File: config.mk
export PLATFORM = sky130hd
export DESIGN_NAME = ushr_top
export DESIGN_NICKNAME = d
export VERILOG_FILES = /design/src/rtl/ushr_pkg.sv /design/src/rtl/ushr_ctrl.sv /design/src/rtl/ushr_cell.sv /design/src/rtl/ushr_top.sv
export SDC_FILE = /design/constraint.sdc
export NUM_CORES = 1
export LEC_CHECK = 0
export BUFFER_PORTS_ARGS = -buffer_cell sky130_fd_sc_hd__buf_4
export CORE_AREA = 2 2 39 41
export DETAILED_ROUTE_END_ITERATION = 7
export DIE_AREA = 0 0 41 43
export MAX_ROUTING_LAYER = met4
export PLACE_DENSITY = 0.44
export SYNTH_ARGS = -nofsm -noshare
export SYNTH_HDL_FRONTEND = slang
export SYNTH_SLANG_ARGS = --single-unit
File: constraint.sdc
create_clock -name clk -period 2.38 [get_ports clk]
set_input_delay 0.238 -clock clk [delete_from_list [all_inputs] [get_ports clk]]
set_output_delay 0.238 -clock clk [all_outputs]
set_load 0.01 [all_outputs]
File: src/rtl/ushr_pkg.sv
package ushr_pkg;

    typedef enum logic [1:0] {
        MODE_HOLD  = 2'b00,
        MODE_SHR   = 2'b01,
        MODE_SHL   = 2'b10,
        MODE_LOAD  = 2'b11
    } mode_e;

    typedef struct packed {
        logic  clear;
        mode_e mode;
    } ctl_t;

    function automatic ctl_t decode_ctl(input logic clr, input logic [1:0] mode);
        ctl_t c;
        c.clear = clr;
        c.mode  = mode_e'(mode);
        return c;
    endfunction

endpackage

File: src/rtl/ushr_ctrl.sv
module ushr_ctrl
    import ushr_pkg::*;
(
    input  logic       clr,
    input  logic [1:0] mode,
    output ctl_t       ctl
);
    always_comb begin
        ctl = decode_ctl(clr, mode);
    end
endmodule

File: src/rtl/ushr_cell.sv
module ushr_cell
    import ushr_pkg::*;
(
    input  logic clk,
    input  ctl_t ctl,
    input  logic from_left,
    input  logic from_right,
    input  logic par_bit,
    output logic q
);
    logic nxt;

    always_comb begin
        unique case (ctl.mode)
            MODE_HOLD: nxt = q;
            MODE_SHR:  nxt = from_left;
            MODE_SHL:  nxt = from_right;
            MODE_LOAD: nxt = par_bit;
            default:   nxt = q;
        endcase
    end

    always_ff @(posedge clk) begin
        if (ctl.clear) q <= 1'b0;
        else           q <= nxt;
    end
endmodule

File: src/rtl/ushr_top.sv
module ushr_top
    import ushr_pkg::*;
#(
    parameter int W = 4
) (
    input  logic         clk,
    input  logic         clr,
    input  logic [1:0]   mode,
    input  logic         ser_left_i,
    input  logic         ser_right_i,
    input  logic [W-1:0] par_i,
    output logic [W-1:0] q_o,
    output logic         ser_left_o,
    output logic         ser_right_o
);
    localparam int MSB = W - 1;

    ctl_t         ctl;
    logic [W-1:0] cells;

    ushr_ctrl u_ctrl (
        .clr  (clr),
        .mode (mode),
        .ctl  (ctl)
    );

    for (genvar i = 0; i < W; i++) begin : g_cell
        logic lft;
        logic rgt;
        if (i == MSB) begin : g_lend
            assign lft = ser_left_i;
        end else begin : g_lmid
            assign lft = cells[i+1];
        end
        if (i == 0) begin : g_rend
            assign rgt = ser_right_i;
        end else begin : g_rmid
            assign rgt = cells[i-1];
        end
        ushr_cell u_cell (
            .clk        (clk),
            .ctl        (ctl),
            .from_left  (lft),
            .from_right (rgt),
            .par_bit    (par_i[i]),
            .q          (cells[i])
        );
    end

    assign q_o         = cells;
    assign ser_left_o  = cells[MSB];
    assign ser_right_o = cells[0];
endmodule

==> results of run 1 <==
[worst paths after layout]
path,start,to,slack [ps],cells after the start
max reg2reg,g_cell[3].u_cell.q,g_cell[3].u_cell.q,1350,2
min reg2reg,g_cell[1].u_cell.q,g_cell[1].u_cell.q,730,2
min,clr,g_cell[2].u_cell.q,190,2
max,g_cell[3].u_cell.q,g_cell[3].u_cell.q,1350,2
[per-stage QoR]
step,hold WS (ps),area (um^2)
3_3_place_gp,430,328
3_5_place_dp,429,328
2_1_floorplan,310,225
6_report,191,350
5_1_grt,200,350
4_1_cts,182,350
[layer usage]
metal	track usage	vias up	wire length, um
li1	-	86	-
met1	0.0924	76	190
met2	0.0625	15	187
met3	0.0314	0	79
met4	0.0400	0	0
met5	-	-	0
[where the power goes]
part | internal [mW] | total, mW | switching [mW]
sequential | 0.0720 | 0.0766 | 0.00460
combinational | 0.0300 | 0.0427 | 0.0127
clock | 0.0562 | 0.0809 | 0.0247
[cells by family (layout without fill, tap and decap cells)]
| kind of cell | Yosys count | after routing | synth area share |
|---|---|---|---|
| AND/OR/NAND/NOR | 4 | 4 | 0.111 |
| flip-flops | 4 | 4 | 0.356 |
| buffers and inverters | 4 | 18 | 0.133 |
| multiplexers | 4 | 4 | 0.400 |
[cells in the final DEF (no fill, tap or decap)]
cell,count
nor2b_1,4
buf_4,15
clkbuf_4,3
dfxtp_1,4
mux4_2,4
[worst max-delay path: cells and delay by family (launching register included)]
| kind | cells | cell delay, ps |
|---|---|---|
| flops | 1 | 330 |
| mux | 1 | 450 |
| simple gates | 1 | 140 |
[cell type report]
cell class              count  area [um^2]  area share
well taps                  16         20.0      0.0571
multi-input cells           8          115       0.329
clock buffers               3         22.5      0.0643
flip-flops and latches      4         80.1       0.229
repair buffers             15          113       0.321
==> run_results.csv, run 1 <==
group,metric,value,unit
run_status,status,"finished, final reports clean",
synthesis,synth_top_area_cell,"mux4_2",
layout,largest_reg_flops,4,
synthesis,synth-edff-count,0,
synthesis,synth_warnings,0,
grt,grt_pass1_wl,696,um
sta,report.final.setup_viol,0,
grt,grt_antenna_before_repair,0,
critical_path,cp_slowest_cell,"mux4_2",
sta,worst_slack,1350,ps
layout,layout.cells.non_filler,46,
drt,drc_errors,0,
drt,via_per_inst,3.85,
sta,timing.final.crit_share,0.432,
grt,grt_overflow,0,
die,die_area,0.00176,mm^2
power_and_ir_drop,p_per_area,571,mW/mm^2
grt,grt.total_usage,0.0622,
critical_path,arrival,1150,ps
layout,regMostFlops,"g_cell.u_cell.q",
layout,drive_gt1_frac,0.733,
grt,grt_max_degree,5,
power_and_ir_drop,leakage,0.157,nW
worst_hold_path,min_path_type,"input pin to flop",
sta,fmaxAchievable,0.973,GHz
clock_tree,root_buffer,"clkbuf_4",
drt,dr.first_iter.drc_count,1,
critical_path,cp-start-kind,"flop",
sta,layout_min_cycle_time,1030,ps
clock_tree,cts_resized,0,
clock_tree,clk_pin_slew,40,ps
clock_tree,cts_sinks,4,
synthesis,yosys-top-cells-area,"mux4_2, dfxtp_1, buf_4",
sta,finalSetupTns,0,ps
clock_tree,cts_made_buffers,3,
die,io_pins,16,
critical_path,cp_max_fo,4,
layout,final_core_util,0.253,
critical_path,worstSetupPathType,"flop to flop",
sta,relSlewSlack,0.901,
synthesis,syn-num-nets,26,
place,place_inst,43,
sta,worst_clock_skew,2.32,ps
synthesis,synth_commonest_cells,"buf_4, dfxtp_1, mux4_2, nor2b_1",
die,core-area,0.00138,mm^2
layout,antenna_cells,0,
die,initial_core_util,0.163,
drt,first_pass_iters,2,
synthesis,syn_area,225,um^2
power_and_ir_drop,vdd_drop_max,121,uV
drt,dr_total_vias,177,
layout,layout-area-overhead-vs-synth,55.6,%
power_and_ir_drop,power,200,uW
critical_path,critPathMaxStageDelay,450,ps
sta,rsz0062_at_grt,"no",
drt,ant_nets,0,
die,die_w,41,um
critical_path,cp-end-kind,"flop",
drt,routed_wl,456,um
place,preCtsSetupSlack,1290,ps
synthesis,yosysSeqAreaShare,0.356,
synthesis,async_flop_share,0,
layout,reg_top3,"g_cell.u_cell.q: 4 flops",
clock_tree,cts_buffer_depth,2,
critical_path,cp.required,2500,ps
drt,routedWlPerCell,9.91,um
synthesis,synthFlopType,"dfxtp_1",
synthesis,syn_avg_cell_area,14.1,um^2
clock_tree,cts_tree,"yes",
clock_tree,worstSkewPairLatency,230,ps
synthesis,synth_cell_type_count,4,
place,place.gp.congestion,0.668,
place,numPortBuffers,15,
synthesis,ys_seq_elements,4,
synthesis,synthCells,16,
grt,grt_pass1_vias,160,
die,fp-row-count,14,
sta,finalHoldViolCount,0,
critical_path,path_cells,"mux4_2 > nor2b_1",
clock_tree,holdBufCountCts,0,
clock_tree,htree_num_levels,1,
layout,nFillCells,148,
sta,finalMaxSlewViolations,0,
layout,final_nets,42,
flow_run,maxCapViolations,0,
sta,worst_pin_slew,149,ps
die,fp.dieH,43,um
clock_tree,cts_setup_buffers,0,
synthesis,synth_top_area_frac,0.400,
Power figures use the tool's default switching activity.
==> inputs of run 2 (changes only) <==
- clock period: 2.38 -> 1.01 ns (I/O delays scaled with it)
==> run_results.csv, run 2 (synthesized netlist as in run 1, its figures left out) <==
group,metric,value,unit
run_status,status,"finished, violations left",
run_status,violations,"setup timing",
critical_path,arrival,1160,ps
power_and_ir_drop,power,485,uW
clock_tree,root_buffer,"clkbuf_4",
critical_path,critPathMaxStageDelay,450,ps
critical_path,path_delay_family,"multiplexers",
clock_tree,cts_tree,"yes",
clock_tree,clk_pin_slew,40,ps
sta,relSlewSlack,0.942,
drt,drc_errors,0,
flow_run,maxCapViolations,0,
grt,grt_antenna_before_repair,0,
critical_path,cp-start-kind,"flop",
clock_tree,cts_made_buffers,3,
grt,grt_max_degree,5,
die,fp.dieH,43,um
clock_tree,worstSkewPairLatency,230,ps
drt,via_per_inst,3.81,
drt,routed_wl,538,um
die,core-area,0.00138,mm^2
layout,final_cell_mix,"buf_4, mux4_2, nor2b_1",
place,numPortBuffers,15,
power_and_ir_drop,p_switching,105,uW
sta,finalMaxSlewViolations,0,
sta,layout_min_cycle_time,1040,ps
drt,dr_total_vias,183,
sta,finalHoldViolCount,0,
critical_path,cp_max_fo,3,
drt,dr.first_iter.drc_count,3,
die,fp-row-count,14,
power_and_ir_drop,leakage,0.169,nW
place,place_area,338,um^2
die,io_pins,16,
grt,grt_pass1_wl,745,um
clock_tree,holdBufCountCts,0,
clock_tree,cts_sinks,4,
layout,final_common_cell,"buf_4",
sta,worst_pin_slew,87.2,ps
clock_tree,htree_num_levels,1,
layout,regMostFlops,"g_cell.u_cell.q",
drt,ant_nets,0,
layout,fin_area,373,um^2
critical_path,worstSetupPathType,"flop to flop",
layout,final_nets,44,
sta,finalSetupTns,-37.4,ps
layout,nFillCells,155,
clock_tree,cts_buffer_depth,2,
power_and_ir_drop,netSwitchingFraction,0.216,
sta,whs,50.3,ps
layout,layout-area-overhead-vs-synth,65.6,%
sta,report.final.setup_viol,2,
power_and_ir_drop,seqPwrFrac,0.371,
die,die_w,41,um
critical_path,cp.required,1130,ps
layout,largest_reg_flops,4,
power_and_ir_drop,vdd_drop_max,319,uV
sta,rsz0062_at_grt,"yes",
layout,drive_gt1_frac,0.875,
power_and_ir_drop,p_per_area,1300,mW/mm^2
grt,grt_overflow,0,
sta,fmaxAchievable,0.963,GHz
worst_hold_path,min_path_type,"input pin to flop",
critical_path,cp_slowest_cell,"mux4_2",
drt,routedWlPerCell,11.2,um
sta,timing.final.crit_share,1.03,
die,die_area,0.00176,mm^2
power_and_ir_drop,power.share.clock,0.401,
power_and_ir_drop,p_comb_frac,0.228,
sta,worst_slack,-28.0,ps
critical_path,critPathBufInv,0,
layout,reg_top3,"g_cell.u_cell.q: 4 flops",
layout,antenna_cells,0,
grt,grt_pass1_vias,189,
critical_path,path_cells,"mux4_2 > nor2b_1",
critical_path,cp-end-kind,"flop",
layout,final_core_util,0.269,
grt,grt.total_usage,0.0685,
die,initial_core_util,0.163,
place,place.gp.congestion,0.743,
power_and_ir_drop,p_int,380,uW
drt,first_pass_iters,3,
sta,worst_clock_skew,0.179,ps
run 2: changes by cell type in the layout (fill, tap and decap cells not counted), sizes merged:
cell  delta
buf      +2
run 2: metrics by stage:
stage,std cells,setup slack (ps)
2_1_floorplan,16,8.66
3_3_place_gp,44,1.59
3_5_place_dp,44,-28.6
4_1_cts,47,-26.2
5_1_grt,48,-50.9
6_report,48,-28.0
run 2: final timing paths:
path                                    startpoint                  to  slack (ps)  cells past startpoint
worst max-delay path            g_cell[0].u_cell.q  g_cell[0].u_cell.q         -30                      2
worst min-delay path                           clr  g_cell[0].u_cell.q          50                      2
worst min register to register  g_cell[3].u_cell.q  g_cell[3].u_cell.q         690                      2
worst max register to register  g_cell[0].u_cell.q  g_cell[0].u_cell.q         -30                      2
run 2: layout make-up:
cell class	count	area (um^2)	area share
Sequential cell	4	87.6	0.235
Tap cell	16	20.0	0.0537
Multi-Input combinational cell	8	115	0.309
Timing Repair Buffer	17	128	0.342
Clock buffer	3	22.5	0.0604
run 2: layer usage:
metal,wire length (um),global-route usage,part of all wire,up-vias
li1,-,-,-,89
met1,188,0.0792,0.35,86
met2,313,0.0938,0.58,8
met3,37,0.0157,0.069,0
met4,0,0.0600,0,0
met5,0,-,0,-
run 2: power groups by stage:
stage / logic [mW] / clock network, mW / registers [mW]
finish: 0.111 / 0.195 / 0.180
global route: 0.118 / 0.210 / 0.182
CTS: 0.107 / 0.207 / 0.183
global placement: 0.106 / 0 / 0.183
floorplan: 0.0541 / 0 / 0.183
detailed placement: 0.107 / 0 / 0.184
run 2: what timing repair did:
item | 4_1_cts | 5_1_grt
resized for setup | 2 | 1
setup endpoints to repair | 4 | 4
buffers inserted | 0 | 1
run 2: worst reg2reg max path: stages, from the launching register on:
cell	delay, ps
dfxtp_4	340
mux4_2	450
nor2b_1	140
==> inputs of run 3 (changes only) <==
- CTS_CLUSTER_SIZE: not set -> 16
- GPL_TIMING_DRIVEN: not set -> 0
==> run_results.csv, run 3 (synthesized netlist as in run 1, its figures left out) <==
group,metric,value,unit
run_status,status,"finished, final reports clean",
critical_path,cp-end-kind,"flop",
layout,final_common_cell,"buf_4",
grt,grt_overflow,0,
drt,dr_total_vias,180,
die,fp-row-count,14,
clock_tree,cts_made_buffers,3,
worst_hold_path,min_path_type,"input pin to flop",
layout,reg_top3,"g_cell.u_cell.q: 4 flops",
drt,first_pass_iters,1,
layout,regMostFlops,"g_cell.u_cell.q",
place,place.gp.congestion,0.697,
grt,grt.total_usage,0.0633,
die,io_pins,16,
power_and_ir_drop,vdd_drop_max,273,uV
sta,finalHoldViolCount,0,
place,numPortBuffers,15,
layout,nFillCells,151,
sta,fmaxAchievable,0.993,GHz
critical_path,critPathBufInv,0,
sta,worst_pin_slew,76.6,ps
critical_path,cp_slowest_cell,"mux4_2",
clock_tree,root_buffer,"clkbuf_4",
sta,rsz0062_at_grt,"yes",
die,initial_core_util,0.163,
critical_path,cp-start-kind,"flop",
critical_path,cp_max_fo,4,
layout,final_nets,46,
layout,final_core_util,0.278,
grt,grt_pass1_wl,703,um
drt,routed_wl,455,um
critical_path,path_cells,"mux4_2 > nor2b_1",
critical_path,cp.required,1130,ps
die,die_w,41,um
sta,finalMaxSlewViolations,0,
layout,largest_reg_flops,4,
flow_run,maxCapViolations,0,
critical_path,critPathMaxStageDelay,440,ps
drt,ant_nets,0,
grt,grt_antenna_before_repair,0,
sta,worst_clock_skew,0.165,ps
critical_path,path_delay_family,"multiplexers",
drt,routedWlPerCell,9.10,um
drt,via_per_inst,3.60,
power_and_ir_drop,leakage,0.180,nW
power_and_ir_drop,power,491,uW
sta,layout_min_cycle_time,1010,ps
drt,drc_errors,0,
power_and_ir_drop,p_per_area,1270,mW/mm^2
clock_tree,cts_sinks,4,
sta,relSlewSlack,0.949,
layout,drive_gt1_frac,0.882,
sta,finalSetupTns,0,ps
die,fp.dieH,43,um
layout,antenna_cells,0,
layout,final_cell_mix,"buf_4, mux4_2, nor2b_1, dfxtp_2, clkbuf_4",
grt,grt_max_degree,5,
critical_path,worstSetupPathType,"flop to flop",
clock_tree,holdBufCountCts,0,
sta,timing.final.crit_share,0.997,
grt,grt_pass1_vias,174,
drt,dr.first_iter.drc_count,0,
sta,report.final.setup_viol,0,
die,core-area,0.00138,mm^2
layout,layout-area-overhead-vs-synth,71.1,%
die,die_area,0.00176,mm^2
clock_tree,cts_buffer_depth,2,
clock_tree,clk_pin_slew,40,ps
clock_tree,htree_num_levels,1,
critical_path,arrival,1130,ps
clock_tree,worstSkewPairLatency,230,ps
clock_tree,cts_tree,"yes",
[run 3: worst paths after layout]
path / cells after the start / start / slack (ps) / endpoint
max: 2 / g_cell[3].u_cell.q / 3 / g_cell[2].u_cell.q
min: 2 / clr / 40 / g_cell[1].u_cell.q
max reg2reg: 2 / g_cell[3].u_cell.q / 3 / g_cell[2].u_cell.q
min reg2reg: 2 / g_cell[1].u_cell.q / 700 / g_cell[1].u_cell.q
[run 3: per-layer routing]
layer	GRT usage	wire (um)
met1	0.0861	182
met5	-	0
met3	0	35
met2	0.0719	238
met4	0.0800	0
[run 3: per-stage QoR]
stage | cell area (um^2) | setup slack [ps] | cells | hold WS [ps]
finish | 385 | 2.64 | 50 | 44.4
global route | 385 | -26.6 | 50 | 46.7
CTS | 385 | 0.615 | 50 | 35.3
detailed placement | 360 | -0.774 | 47 | 290
global placement | 360 | 3.07 | 47 | 286
floorplan | 228 | 8.66 | 16 | 165
[run 3: area by class of cell]
| cell class | count | area [um^2] | share of cell area |
|---|---|---|---|
| multi-input combinational | 8 | 115 | 0.299 |
| timing repair buffer | 15 | 113 | 0.292 |
| sequential | 4 | 85.1 | 0.221 |
| buffer | 4 | 30.0 | 0.0779 |
| clock buffer | 3 | 22.5 | 0.0584 |
| tap | 16 | 20.0 | 0.0519 |
[run 3: power by group]
group / total, mW / switching, mW / internal, mW / leakage (nW)
Combinational: 0.113 / 0.0306 / 0.0823 / 0.131
Clock: 0.196 / 0.0635 / 0.133 / 0.0138
Sequential: 0.182 / 0.00987 / 0.172 / 0.0344
[run 3: timing repair]
action                                  CTS  global route
resized for setup                         2             0
buffers inserted                          0             0
endpoints found under the setup margin    2             4
